## config.mk

```make
export PLATFORM = sky130hd
export DESIGN_NAME = exc_entry_ctrl
export DESIGN_NICKNAME = d
export VERILOG_FILES = /design/src/rtl/exc_entry_pkg.sv /design/src/rtl/exc_prio_sel.sv /design/src/rtl/exc_vector_gen.sv /design/src/rtl/exc_ie_update.sv /design/src/rtl/exc_entry_ctrl.sv
export SDC_FILE = /design/constraint.sdc
export NUM_CORES = 1
export LEC_CHECK = 0
export BUFFER_PORTS_ARGS = -buffer_cell sky130_fd_sc_hd__clkbuf_2
export CAP_MARGIN = 5
export CORE_MARGIN = 5
export CORE_UTILIZATION = 43
export DETAILED_ROUTE_END_ITERATION = 6
export PLACE_DENSITY_LB_ADDON = 0.05
export SLEW_MARGIN = 40
export SYNTH_ARGS = -nofsm -noshare
export SYNTH_HDL_FRONTEND = slang
export SYNTH_SLANG_ARGS = --single-unit
```

## constraint.sdc

```tcl
create_clock -name clk -period 1.3 [get_ports clk]
set_input_delay 0.26 -clock clk [delete_from_list [all_inputs] [get_ports clk]]
set_output_delay 0.26 -clock clk [all_outputs]
set_load 0.1 [all_outputs]
```

## src/rtl/exc_entry_pkg.sv

```systemverilog
package exc_entry_pkg;

  localparam int CODE_W    = 3;
  localparam int NUM_CODES = 1 << CODE_W;

  typedef enum logic [CODE_W-1:0] {
    EXC_RESET = 3'd0,
    EXC_BRK   = 3'd1,
    EXC_IBUS  = 3'd2,
    EXC_WATCH = 3'd3,
    EXC_DBUS  = 3'd4,
    EXC_DIV   = 3'd5,
    EXC_IRQ   = 3'd6,
    EXC_SCALL = 3'd7
  } exc_code_e;

  // Enable bits: global enable in bit 0.
  typedef struct packed {
    logic bie;
    logic eie;
    logic ie;
  } ie_state_t;

  function automatic logic is_debug_code(input exc_code_e c);
    return (c == EXC_BRK) || (c == EXC_WATCH);
  endfunction

endpackage

```

## src/rtl/exc_prio_sel.sv

```systemverilog
module exc_prio_sel #(
  parameter int N  = 8,
  localparam int IW = (N > 1) ? $clog2(N) : 1
) (
  input  logic          clk,
  input  logic          rst_n,
  input  logic [N-1:0]  pend,
  output logic          any,
  output logic [IW-1:0] idx
);

  logic [N-1:0] lower_any;
  logic [N-1:0] grant;

  assign lower_any[0] = 1'b0;
  genvar g;
  generate
    for (g = 1; g < N; g++) begin : g_chain
      assign lower_any[g] = lower_any[g-1] | pend[g-1];
    end
  endgenerate

  assign grant = pend & ~lower_any;
  assign any   = |pend;

  always_comb begin
    idx = '0;
    for (int i = 0; i < N; i++) begin
      if (grant[i]) idx = idx | IW'(i);
    end
  end

  // at most one request is granted, and one whenever any is pending
  p_one_grant_r2: assert property (@(posedge clk) disable iff (!rst_n)
    $onehot0(grant) && (any == (grant != '0)));

  // nothing below the winner is pending
  p_lowest_wins_r2: assert property (@(posedge clk) disable iff (!rst_n)
    any |-> (pend[idx] && ((pend & ((N'(1) << idx) - N'(1))) == '0)));

endmodule

```

## src/rtl/exc_vector_gen.sv

```systemverilog
module exc_vector_gen
  import exc_entry_pkg::*;
#(
  parameter int XLEN      = 32,
  parameter int BASE_LSB  = 8,
  parameter int VEC_SHIFT = 5
) (
  input  exc_code_e       code,
  input  logic            remap,
  input  logic [XLEN-1:0] eba,
  input  logic [XLEN-1:0] deba,
  output logic [XLEN-1:0] vec
);

  logic            use_debug_base;
  logic [XLEN-1:0] base_sel;
  logic [XLEN-1:0] base_aligned;
  logic [XLEN-1:0] offset;

  assign use_debug_base = is_debug_code(code) | remap;
  assign base_sel       = use_debug_base ? deba : eba;
  assign base_aligned   = {base_sel[XLEN-1:BASE_LSB], {BASE_LSB{1'b0}}};
  assign offset         = XLEN'(code) << VEC_SHIFT;
  assign vec            = base_aligned + offset;

endmodule

```

## src/rtl/exc_ie_update.sv

```systemverilog
module exc_ie_update
  import exc_entry_pkg::*;
(
  input  ie_state_t cur,
  input  logic      debug,
  output ie_state_t nxt
);

  always_comb begin
    nxt    = cur;
    nxt.ie = 1'b0;
    if (debug) nxt.bie = cur.bie | cur.ie;
    else       nxt.eie = cur.eie | cur.ie;
  end

endmodule

```

## src/rtl/exc_entry_ctrl.sv

```systemverilog
module exc_entry_ctrl
  import exc_entry_pkg::*;
#(
  parameter int XLEN      = 32,
  parameter int BASE_LSB  = 8,
  parameter int VEC_SHIFT = 5,
  parameter int RIDX_W    = 5,
  parameter int EA_IDX    = 30,
  parameter int BA_IDX    = 31
) (
  input  logic              clk,
  input  logic              rst_n,
  input  logic              req_brk,
  input  logic              req_ibus,
  input  logic              req_wp,
  input  logic              req_dbus,
  input  logic              req_div,
  input  logic              req_irq,
  input  logic              req_scall,
  input  logic [XLEN-1:0]   pc_in,
  input  logic [XLEN-1:0]   eba_in,
  input  logic [XLEN-1:0]   deba_in,
  input  logic              remap_in,
  input  logic [2:0]        ie_in,
  output logic              take_o,
  output logic [CODE_W-1:0] exc_code_o,
  output logic [XLEN-1:0]   vec_pc_o,
  output logic              lr_we_o,
  output logic [RIDX_W-1:0] lr_idx_o,
  output logic [XLEN-1:0]   lr_data_o,
  output logic              ie_we_o,
  output logic [2:0]        ie_o
);

  localparam logic [RIDX_W-1:0] EA_R = RIDX_W'(EA_IDX);
  localparam logic [RIDX_W-1:0] BA_R = RIDX_W'(BA_IDX);

  ie_state_t          ie_cur;
  ie_state_t          ie_nxt;
  logic [NUM_CODES-1:0] pend;
  logic               any_pend;
  logic [CODE_W-1:0]  win_idx;
  exc_code_e          win_code;
  logic               win_debug;
  logic [XLEN-1:0]    vec_nxt;

  assign ie_cur = ie_state_t'(ie_in);

  always_comb begin
    pend            = '0;
    pend[EXC_BRK]   = req_brk;
    pend[EXC_IBUS]  = req_ibus;
    pend[EXC_WATCH] = req_wp;
    pend[EXC_DBUS]  = req_dbus;
    pend[EXC_DIV]   = req_div;
    pend[EXC_IRQ]   = req_irq & ie_cur.ie;
    pend[EXC_SCALL] = req_scall;
  end

  exc_prio_sel #(.N(NUM_CODES)) u_prio (
    .clk   (clk),
    .rst_n (rst_n),
    .pend  (pend),
    .any   (any_pend),
    .idx   (win_idx)
  );

  assign win_code  = exc_code_e'(win_idx);
  assign win_debug = is_debug_code(win_code);

  exc_vector_gen #(
    .XLEN      (XLEN),
    .BASE_LSB  (BASE_LSB),
    .VEC_SHIFT (VEC_SHIFT)
  ) u_vec (
    .code  (win_code),
    .remap (remap_in),
    .eba   (eba_in),
    .deba  (deba_in),
    .vec   (vec_nxt)
  );

  exc_ie_update u_ie (
    .cur   (ie_cur),
    .debug (win_debug),
    .nxt   (ie_nxt)
  );

  always_ff @(posedge clk or negedge rst_n) begin
    if (!rst_n) begin
      take_o     <= 1'b0;
      lr_we_o    <= 1'b0;
      ie_we_o    <= 1'b0;
      exc_code_o <= '0;
      vec_pc_o   <= '0;
      lr_idx_o   <= '0;
      lr_data_o  <= '0;
      ie_o       <= '0;
    end else begin
      take_o  <= any_pend;
      lr_we_o <= any_pend;
      ie_we_o <= any_pend;
      if (any_pend) begin
        exc_code_o <= win_idx;
        vec_pc_o   <= vec_nxt;
        lr_idx_o   <= win_debug ? BA_R : EA_R;
        lr_data_o  <= pc_in;
        ie_o       <= ie_nxt;
      end
    end
  end

  // an eligible request produces an entry on the next cycle
  p_entry_follows_r10: assert property (@(posedge clk) disable iff (!rst_n)
    (req_brk | req_ibus | req_wp | req_dbus | req_div | req_scall | (req_irq & ie_in[0]))
      |=> (take_o && lr_we_o && ie_we_o));

  // a masked interrupt on its own produces no entry
  p_irq_masked_r9: assert property (@(posedge clk) disable iff (!rst_n)
    (req_irq && !ie_in[0] &&
     !(req_brk | req_ibus | req_wp | req_dbus | req_div | req_scall)) |=> !take_o);

  // handlers sit on 32-byte boundaries
  p_vec_aligned_r1: assert property (@(posedge clk) disable iff (!rst_n)
    take_o |-> (vec_pc_o[VEC_SHIFT-1:0] == '0));

  // the breakpoint link register is used only by debug codes
  p_ba_debug_only_r4: assert property (@(posedge clk) disable iff (!rst_n)
    (take_o && lr_idx_o == BA_R) |-> (exc_code_o == EXC_BRK || exc_code_o == EXC_WATCH));

  // normal entry shadows the old global enable and clears it
  p_eie_shadow_r5: assert property (@(posedge clk) disable iff (!rst_n)
    (take_o && lr_idx_o == EA_R) |->
      (!ie_o[0] && ie_o[1] == ($past(ie_in[1]) | $past(ie_in[0])) && ie_o[2] == $past(ie_in[2])));

  // debug entry shadows the old global enable and clears it
  p_bie_shadow_r6: assert property (@(posedge clk) disable iff (!rst_n)
    (take_o && lr_idx_o == BA_R) |->
      (!ie_o[0] && ie_o[2] == ($past(ie_in[2]) | $past(ie_in[0])) && ie_o[1] == $past(ie_in[1])));

endmodule

```

---- Word level (Yosys, flattened, before mapping) ----
Index checks and enable logic that the tools add are counted.
cells by class
  $add $sub $neg .......................... 1
  eq/ne operators ......................... 2
  muxes and demuxes ....................... 11
  bitwise logic cells ..................... 11
  reductions and logical operators ........ 2
operators by type and width
  kind                                                             number
  32-bit by 8-bit adder with 32-bit output                         1
  32-bit 2-to-1 mux                                                1
  3-bit 2-to-1 mux                                                 4
  8-bit bitwise AND                                                1
  8-bit NOT                                                        1
  1-bit bitwise OR                                                 8
  7-bit OR reduction                                               1
  1-bit 2-to-1 mux                                                 4
  2-bit 2-to-1 mux                                                 2
  3-bit by 1-bit == test with 1-bit output, second input constant  1
  3-bit by 2-bit == test with 1-bit output, second input constant  1
  1-bit bitwise AND                                                1
  1-bit logical OR                                                 1
storage, ports and cells
  register bits after elaboration ......... 75
  input bits .............................. 109
  output and inout bits ................... 78
  logic and storage cells ................. 33

---- Depth between registers and ports, before layout ----
Gate-level depths: netlist of run 1.
  depth after elaboration ................. 19
  gate-level depth with buffers ........... 6
  mapped depth without buffers ............ 3

---- Cells and area by module ----
From an unflattened synthesis of run 1, not the netlist that was laid out.
second synthesis, totals
  cell total of the unflattened synthesis .. 217
  area, all modules ....................... 3587.2 um2
by module, submodules not included
  module          instances  cells an instance  area an instance (um2)  seq. area each (um2)
  exc_entry_ctrl  1          161                3096.7                  1826.8
  exc_vector_gen  1          37                 376.6                   0.0
  exc_prio_sel    1          14                 82.6                    0.0
  exc_ie_update   1          5                  31.3                    0.0

---- Worst setup path before layout of run 1 ----
No wires, ideal clock.
  path kind ............................... reg-to-output
  start ................................... register, netlist name lr_idx_o[3]
  end ..................................... output port lr_idx_o[2]
  data arrival time ....................... 1368 ps
  setup slack ............................. -328 ps
  cell stages (with the launch flop) ...... 2
  path buffers ............................ 1
  cell sequence ........................... dfrtp_1 > buf_4
RTL lines
  what           RTL line              RTL
  end, declared  exc_entry_ctrl.sv:29  output logic [RIDX_W-1:0] lr_idx_o,

---- Worst setup path after layout of run 1 ----
  start ................................... input port ie_in[0]
  end ..................................... register lr_data_o[19]
between the ends
  cells in the longest elaborated chain, start to end .. 2
ends and longest elaborated chain
  what                  RTL line               RTL
  start, declared       exc_entry_ctrl.sv:24   input logic [2:0] ie_in,
  1-bit bitwise AND     exc_entry_ctrl.sv:56   pend[EXC_IRQ] = req_irq & ie_cur.ie;
  7-bit OR reduction    exc_prio_sel.sv:24     assign any = |pend;
  end signal, assigned  exc_entry_ctrl.sv:107  lr_data_o <= pc_in;
  end, declared         exc_entry_ctrl.sv:30   output logic [XLEN-1:0] lr_data_o,
No other way between the ends.
A chain may end at the register's enable or synchronous reset.

==> results of run 1 <==
through the flow:
stage	TNS, ns	hold WS [ns]	instance area (um^2)	instances	util
final	-0.9988	0.1517	5366	509	0.7943
after global routing	-1.998	0.1491	5366	509	0.7943
after CTS	-0.2803	0.1426	5229	508	0.7739
after detailed placement	-23.87	0.3031	5009	491	0.7413
after global placement	-22.97	0.3018	5009	491	0.7413
after floorplan	-12.31	-0.03559	3042	261	-
area by class of cell:
class | instances | area, um^2 | area share
clock inverters | 5 | 56.30 | 0.01049
inverters | 2 | 7.507 | 0.001399
well taps | 80 | 100.1 | 0.01865
multi-input cells | 159 | 1284 | 0.2392
flip-flops and latches | 64 | 1620 | 0.3019
clock buffers | 11 | 141.4 | 0.02635
repair buffers | 188 | 2157 | 0.4020
cells by family (layout without fill, tap and decap cells):
logic type / Yosys count / count (layout) / synth area share
compound gates: 58 / 58 / 0.1149
buf+inv: 38 / 206 / 0.07993
flops: 64 / 64 / 0.5385
mux: 32 / 32 / 0.1590
other cells: 1 / 6 / 0.001261
simple gates: 63 / 63 / 0.1064
metal layers:
metal,share of wire,wire [um],vias to the layer above
li1,-,-,1241
met1,0.41,3881,1363
met2,0.50,4680,125
met3,0.072,679,11
met4,0.016,148,0
met5,0,0,-
power breakdown:
group | internal, uW | switching (uW) | total [uW]
clock | 935 | 775 | 1710
combinational | 837 | 1450 | 2280
sequential | 2130 | 158 | 2290
total | 3900 | 2380 | 6280
sequential cells by signal, summed over array words and instances, names as in the netlist:
register / count
lr_data_o: 32
ie_o: 2
vec_pc_o: 25
lr_idx_o: 2
ie_we_o: 1
exc_code_o: 2
critical path: cells and delay by family:
family          cells  cell delay [ns]
mux                 1             0.31
buf+inv             2             0.27
simple gates        1             0.28
compound gates      1             0.43
synthesized netlist by cell type, drive strengths merged:
cell	number
buf	21
a31oi	26
nand2b	1
conb	1
or3	2
o31a	1
clkbuf	15
a211oi	1
o21ai	25
dfrtp	64
mux2	32
a2111o	1
nor2	5
nand3	24
inv	2
a2bb2oi	1
or2	2
o31ai	1
a21oi	2
nor2b	1
nor3	28
final timing paths:
kind	startpoint	endpoint	cells past startpoint	slack, ns
max in group asynchronous	rst_n	vec_pc_o[7]	3	0.53
worst min-delay path	pc_in[30]	lr_data_o[30]	2	0.15
min in group asynchronous	rst_n	lr_data_o[12]	3	0.47
worst min register to register	lr_data_o[1]	lr_data_o[1]	1	0.58
worst max-delay path	ie_in[0]	lr_data_o[19]	5	-0.04
worst max register to register	exc_code_o[1]	exc_code_o[1]	3	0.18
repair_timing:
item	in CTS	in global routing
hold buffers	1	0
resized for setup	3	16
setup endpoints to repair	63	61
hold endpoints to repair	64	0
setup buffers	0	1
layout by cell type (no fill, tap or decap), types with 2 or more instances in the layout:
cell type,count
a21oi_2,2
a31oi_1,15
a31oi_2,6
a31oi_4,5
buf_12,77
buf_4,17
buf_6,2
clkbuf_2,90
clkbuf_8,10
clkinv_2,2
conb_1,6
dfrtp_1,59
dfrtp_4,5
inv_1,2
mux2_2,2
mux2_4,30
nand3_1,24
nor2_1,4
nor3_1,28
o21ai_0,24
==> qor.yml, run 1 <==
clock_tree:
  path_clk_slew_ns: 0.07
  htree_levels: 3
  clock_latency_ns: 0.33
  root_buffer: "clkbuf_8"
  cts_buffer_depth: 2
  cts_buffers: 9
  cts_tree: "built"
  clkSinkCount: 64
route:
  drt-initial-drc-count: 101
  routed_wl_um: 9388
  route.detailed.drc: 0
  vias_per_cell: 5.383
  num_vias: 2740
  wl_per_cell_um: 18.44
  detail-route-antenna-nets: 0
  drtPass1Iterations: 4
placement:
  gp_congestion: 0.8014
  hpwl_um: 6881
  io_buffers: 164
  pre_cts_slack_ns: -0.4706
sta:
  grt_setup_unrepaired: "true"
  fin_crit_sh: 1.032
  setup_slack_ns: -0.04121
  drv_slew: 0
  setup_violations: 36
  layout_min_cycle_time_ns: 1.341
  fmax_ghz: 0.7456
  finClkSkew_ns: 0
  report.final.hold_viol_count: 0
grt:
  grt_busiest_layer: "met2"
  grt_max_degree: 65
  first_global_vias: 2863
  gr-usage-all-layers: 0.2141
  grtUsageMet2: 0.3515
  grt_pass1_wl_um: 14610
  overflow: 0
  met1_usage: 0.2741
  grt_use_met3: 0.05953
  antenna_found_initial: 0
power:
  ir_worst_vdd_mv: 0.7203
  p_leak_uw: 0.002531
  power_density_mw_per_mm2: 1170
  p_total_uw: 6278
setup_path:
  critPathMaxStageDelay_ns: 0.43
  crit_slowest_cell: "a2111o_1"
  critPathRequiredTime_ns: 1.51
  start_kind: "input port"
  path_class: "in2reg"
  end_kind: "register"
  crit_chain: "buf_6 > a2111o_1 > or2_4 > buf_12 > mux2_4"
  cp_max_fo: 22
  arrival_ns: 1.55
synthesis:
  syn-cell-area_mm2: 0.002974
  syn-mean-instance-area_um2: 11.62
  netlist_top_cells_area: "dfrtp_1, mux2_4, a31oi_1"
  yosysWarnings: 0
  synth_cell_types: 25
  yosys.area.top_type: "dfrtp_1"
  synth_seq_cells: 64
  synth_top_area_share: 0.5385
  ys_seq_area_frac: 0.5385
  syn_inst: 256
status:
  status: "finished, violations left"
  violations: "negative setup slack"
floorplan:
  die_w_um: 93.17
  die_h_um: 93.17
  die-area_mm2: 0.008680
  initial_core_util: 0.4402
  coreArea_mm2: 0.006756
  rows: 30
  ios: 187
job:
  drv_cap: 0
final_layout:
  n_antenna_cell: 0
  area_growth_pct: 80.44
  drive_gt1_frac: 0.5967
  finalNetCount: 533
  num-fill-cells: 420
hold_path:
  hold_path.class: "in2reg"
Power figures use the tool's default switching activity.
==> run 2, diff against run 1 <==
--- a/config.mk
+++ b/config.mk
@@ -7,6 +7,7 @@
 export LEC_CHECK = 0
 export BUFFER_PORTS_ARGS = -buffer_cell sky130_fd_sc_hd__clkbuf_2
 export CAP_MARGIN = 5
+export CORE_ASPECT_RATIO = 0.8
 export CORE_MARGIN = 5
 export CORE_UTILIZATION = 43
 export DETAILED_ROUTE_END_ITERATION = 6
==> run 2 against run 1 <==
Effect of this change:
- power increased by 6.0%
- design area increased by 2.3%
- routed wire length up 5.7%
- critical path type unchanged
- register-to-register slack worse by 0.04 ns
- core utilization increased by 1.0 points
- first-iteration DRC count fell by 11%
- the flow still finishes with violations (negative setup slack)
- global-route usage fell by 0.39 points
==> qor.yml, run 2 (synthesis gave the netlist of run 1 again) <==
setup_path:
  end_kind: "register"
  crit_chain: "buf_6 > a2111o_1 > or2_4 > clkbuf_16 > mux2_4"
  critPathRequiredTime_ns: 1.53  # +0.02 ns
  critPathMaxStageDelay_ns: 0.42  # about the same
  crit_slowest_cell: "a2111o_1"
  crit_buf_inv: 2  # unchanged
  cp_max_fo: 7  # -68%
  start_kind: "input port"
  path_class: "in2reg"
  critPathTopFamily: "compound AO/OA/AOI/OAI gates"
  arrival_ns: 1.59  # +0.04 ns
clock_tree:
  htree_levels: 3  # unchanged
  cts_buffer_depth: 2  # unchanged
  root_buffer: "clkbuf_8"
  clock_latency_ns: 0.34  # about the same
  path_clk_slew_ns: 0.08  # about the same
  clkSinkCount: 64  # unchanged
  cts_buffers: 9  # unchanged
  cts_tree: "built"
final_layout:
  largest_register_ffs: 32  # unchanged
  drive_gt1_frac: 0.5949  # -0.001829
  final_common_cell: "clkbuf_2"
  postLayoutCellArea_mm2: 0.005489  # +2.3%
  area_growth_pct: 84.56
  stdcell_count: 519  # +2.0%
  n_antenna_cell: 0  # unchanged
  top_regs: "lr_data_o x32, vec_pc_o x25"
  finalNetCount: 536  # +0.56%
  final_cell_mix: "clkbuf_2, buf_12, dfrtp_1, mux2_4, nor3_1"
  top_register: "lr_data_o"
route:
  detail-route-antenna-nets: 0  # unchanged
  wl_met2_um: 4713  # +0.71%
  vias_per_cell: 5.274  # -2.0%
  drt-initial-drc-count: 90  # -11%
  m1WireLength_um: 4064  # +4.7%
  topRoutingLayerUsed: "met4"
  route.detailed.drc: 0  # unchanged
  drtPass1Iterations: 6  # +2
  wl_per_cell_um: 19.12  # +3.6%
  num_vias: 2737  # -0.11%
  routed_wl_um: 9921  # +5.7%
  wl_met3_um: 947  # +39%
sta:
  fin_crit_sh: 1.045  # +0.01334
  setup_violations: 42  # +17%
  setup_slack_ns: -0.05855  # -0.01734 ns
  grt_setup_unrepaired: "true"
  layout_min_cycle_time_ns: 1.359  # +0.01734 ns
  drv_slew: 0  # unchanged
  report.final.hold_viol_count: 0  # unchanged
  totalNegativeSetupSlack_ns: -1.397  # -0.3982 ns
  finClkSkew_ns: 0  # unchanged
  fmax_ghz: 0.7361  # -1.3%
status:
  violations: "negative setup slack"
  status: "finished, violations left"
floorplan:
  ios: 187  # unchanged
  rows: 27  # -10%
  die_w_um: 103.0  # +11%
  die-area_mm2: 0.008690  # +0.12%
  initial_core_util: 0.4358  # -0.004358
  coreArea_mm2: 0.006824  # +1.0%
  die_h_um: 84.39  # -9.4%
grt:
  grt_max_degree: 65  # unchanged
  grt_pass1_wl_um: 13990  # -4.2%
  gr-usage-all-layers: 0.2102  # -0.003903
  overflow: 0  # unchanged
  antenna_found_initial: 0  # unchanged
  first_global_vias: 2726  # -4.8%
placement:
  hpwl_um: 6658  # -3.2%
  gp_congestion: 0.8108  # +1.2%
  dp.cells: 496  # +1.0%
  io_buffers: 164  # unchanged
  placed_area_mm2: 0.005000  # -0.17%
job:
  drv_cap: 0  # unchanged
power:
  ir_worst_vdd_mv: 0.7595  # +5.4%
  p_leak_uw: 0.002596  # +2.6%
  power_density_mw_per_mm2: 1212  # +3.6%
hold_path:
  hold_path.class: "in2reg"
## run 2: cell types whose count changed in the layout (fill, tap and decap cells not counted), sizes merged
cell / delta
bufinv: +2
clkbuf: +1
## run 2: worst paths after layout
path,startpoint,endpoint,slack (ns),cells after the start
min in group asynchronous,rst_n,vec_pc_o[28],0.45,3
setup reg to reg,exc_code_o[1],exc_code_o[1],0.14,3
hold reg to reg,lr_data_o[13],lr_data_o[13],0.58,1
max in group asynchronous,rst_n,lr_idx_o[3],0.54,3
setup / recovery,ie_in[0],lr_data_o[17],-0.06,5
hold / removal,pc_in[13],lr_data_o[13],0.14,2
## run 2: area by class of cell
class	instances	area, um^2
Multi-Input combinational cell	159	1252
Fill cell	404	1335
Sequential cell	64	1620
Tap cell	87	108.9
Inverter	2	7.507
Timing Repair Buffer	191	2256
Clock inverter	7	120.1
Clock buffer	9	123.9
## run 2: timing repair
item / CTS / global route
buffers inserted: 0 / 1
hold endpoints to repair: 64 / 0
hold buffers: 1 / 0
cloned: 1 / 4
resized for setup: 4 / 15
endpoints found under the setup margin: 59 / 50
pin swaps: 0 / 0
## run 2: worst reg2reg max path: stages, from the launching register on
cell and delay [ns]:
dfrtp_4 0.52, a211oi_1 0.21, nor3_1 0.08, o31a_1 0.24
## run 2: stage by stage
step | hold WS [ns] | util | worst slack (ns) | power [uW]
floorplan | -0.03559 | - | -0.2809 | 3599
global placement | 0.3035 | 0.7327 | -0.4260 | 4532
detailed placement | 0.3004 | 0.7327 | -0.4424 | 4556
CTS | 0.1274 | 0.7758 | -0.06821 | 6660
global route | 0.1242 | 0.8044 | -0.07569 | 6865
finish | 0.1390 | 0.8044 | -0.05855 | 6655
## run 2: where the power goes
part | internal (uW) | total (uW) | leakage [uW] | switching [uW]
combinational | 834 | 2280 | 0.00174 | 1440
sequential | 2130 | 2280 | 0.000741 | 158
clock | 1280 | 2090 | 0.000119 | 817
total | 4240 | 6650 | 0.00260 | 2420
## run 2: layer usage
layer / global-route usage / vias to the layer above
li1: - / 1257
met1: 0.2709 / 1317
met2: 0.3308 / 142
met3: 0.07890 / 21
met4: 0.06000 / 0
met5: 0 / -
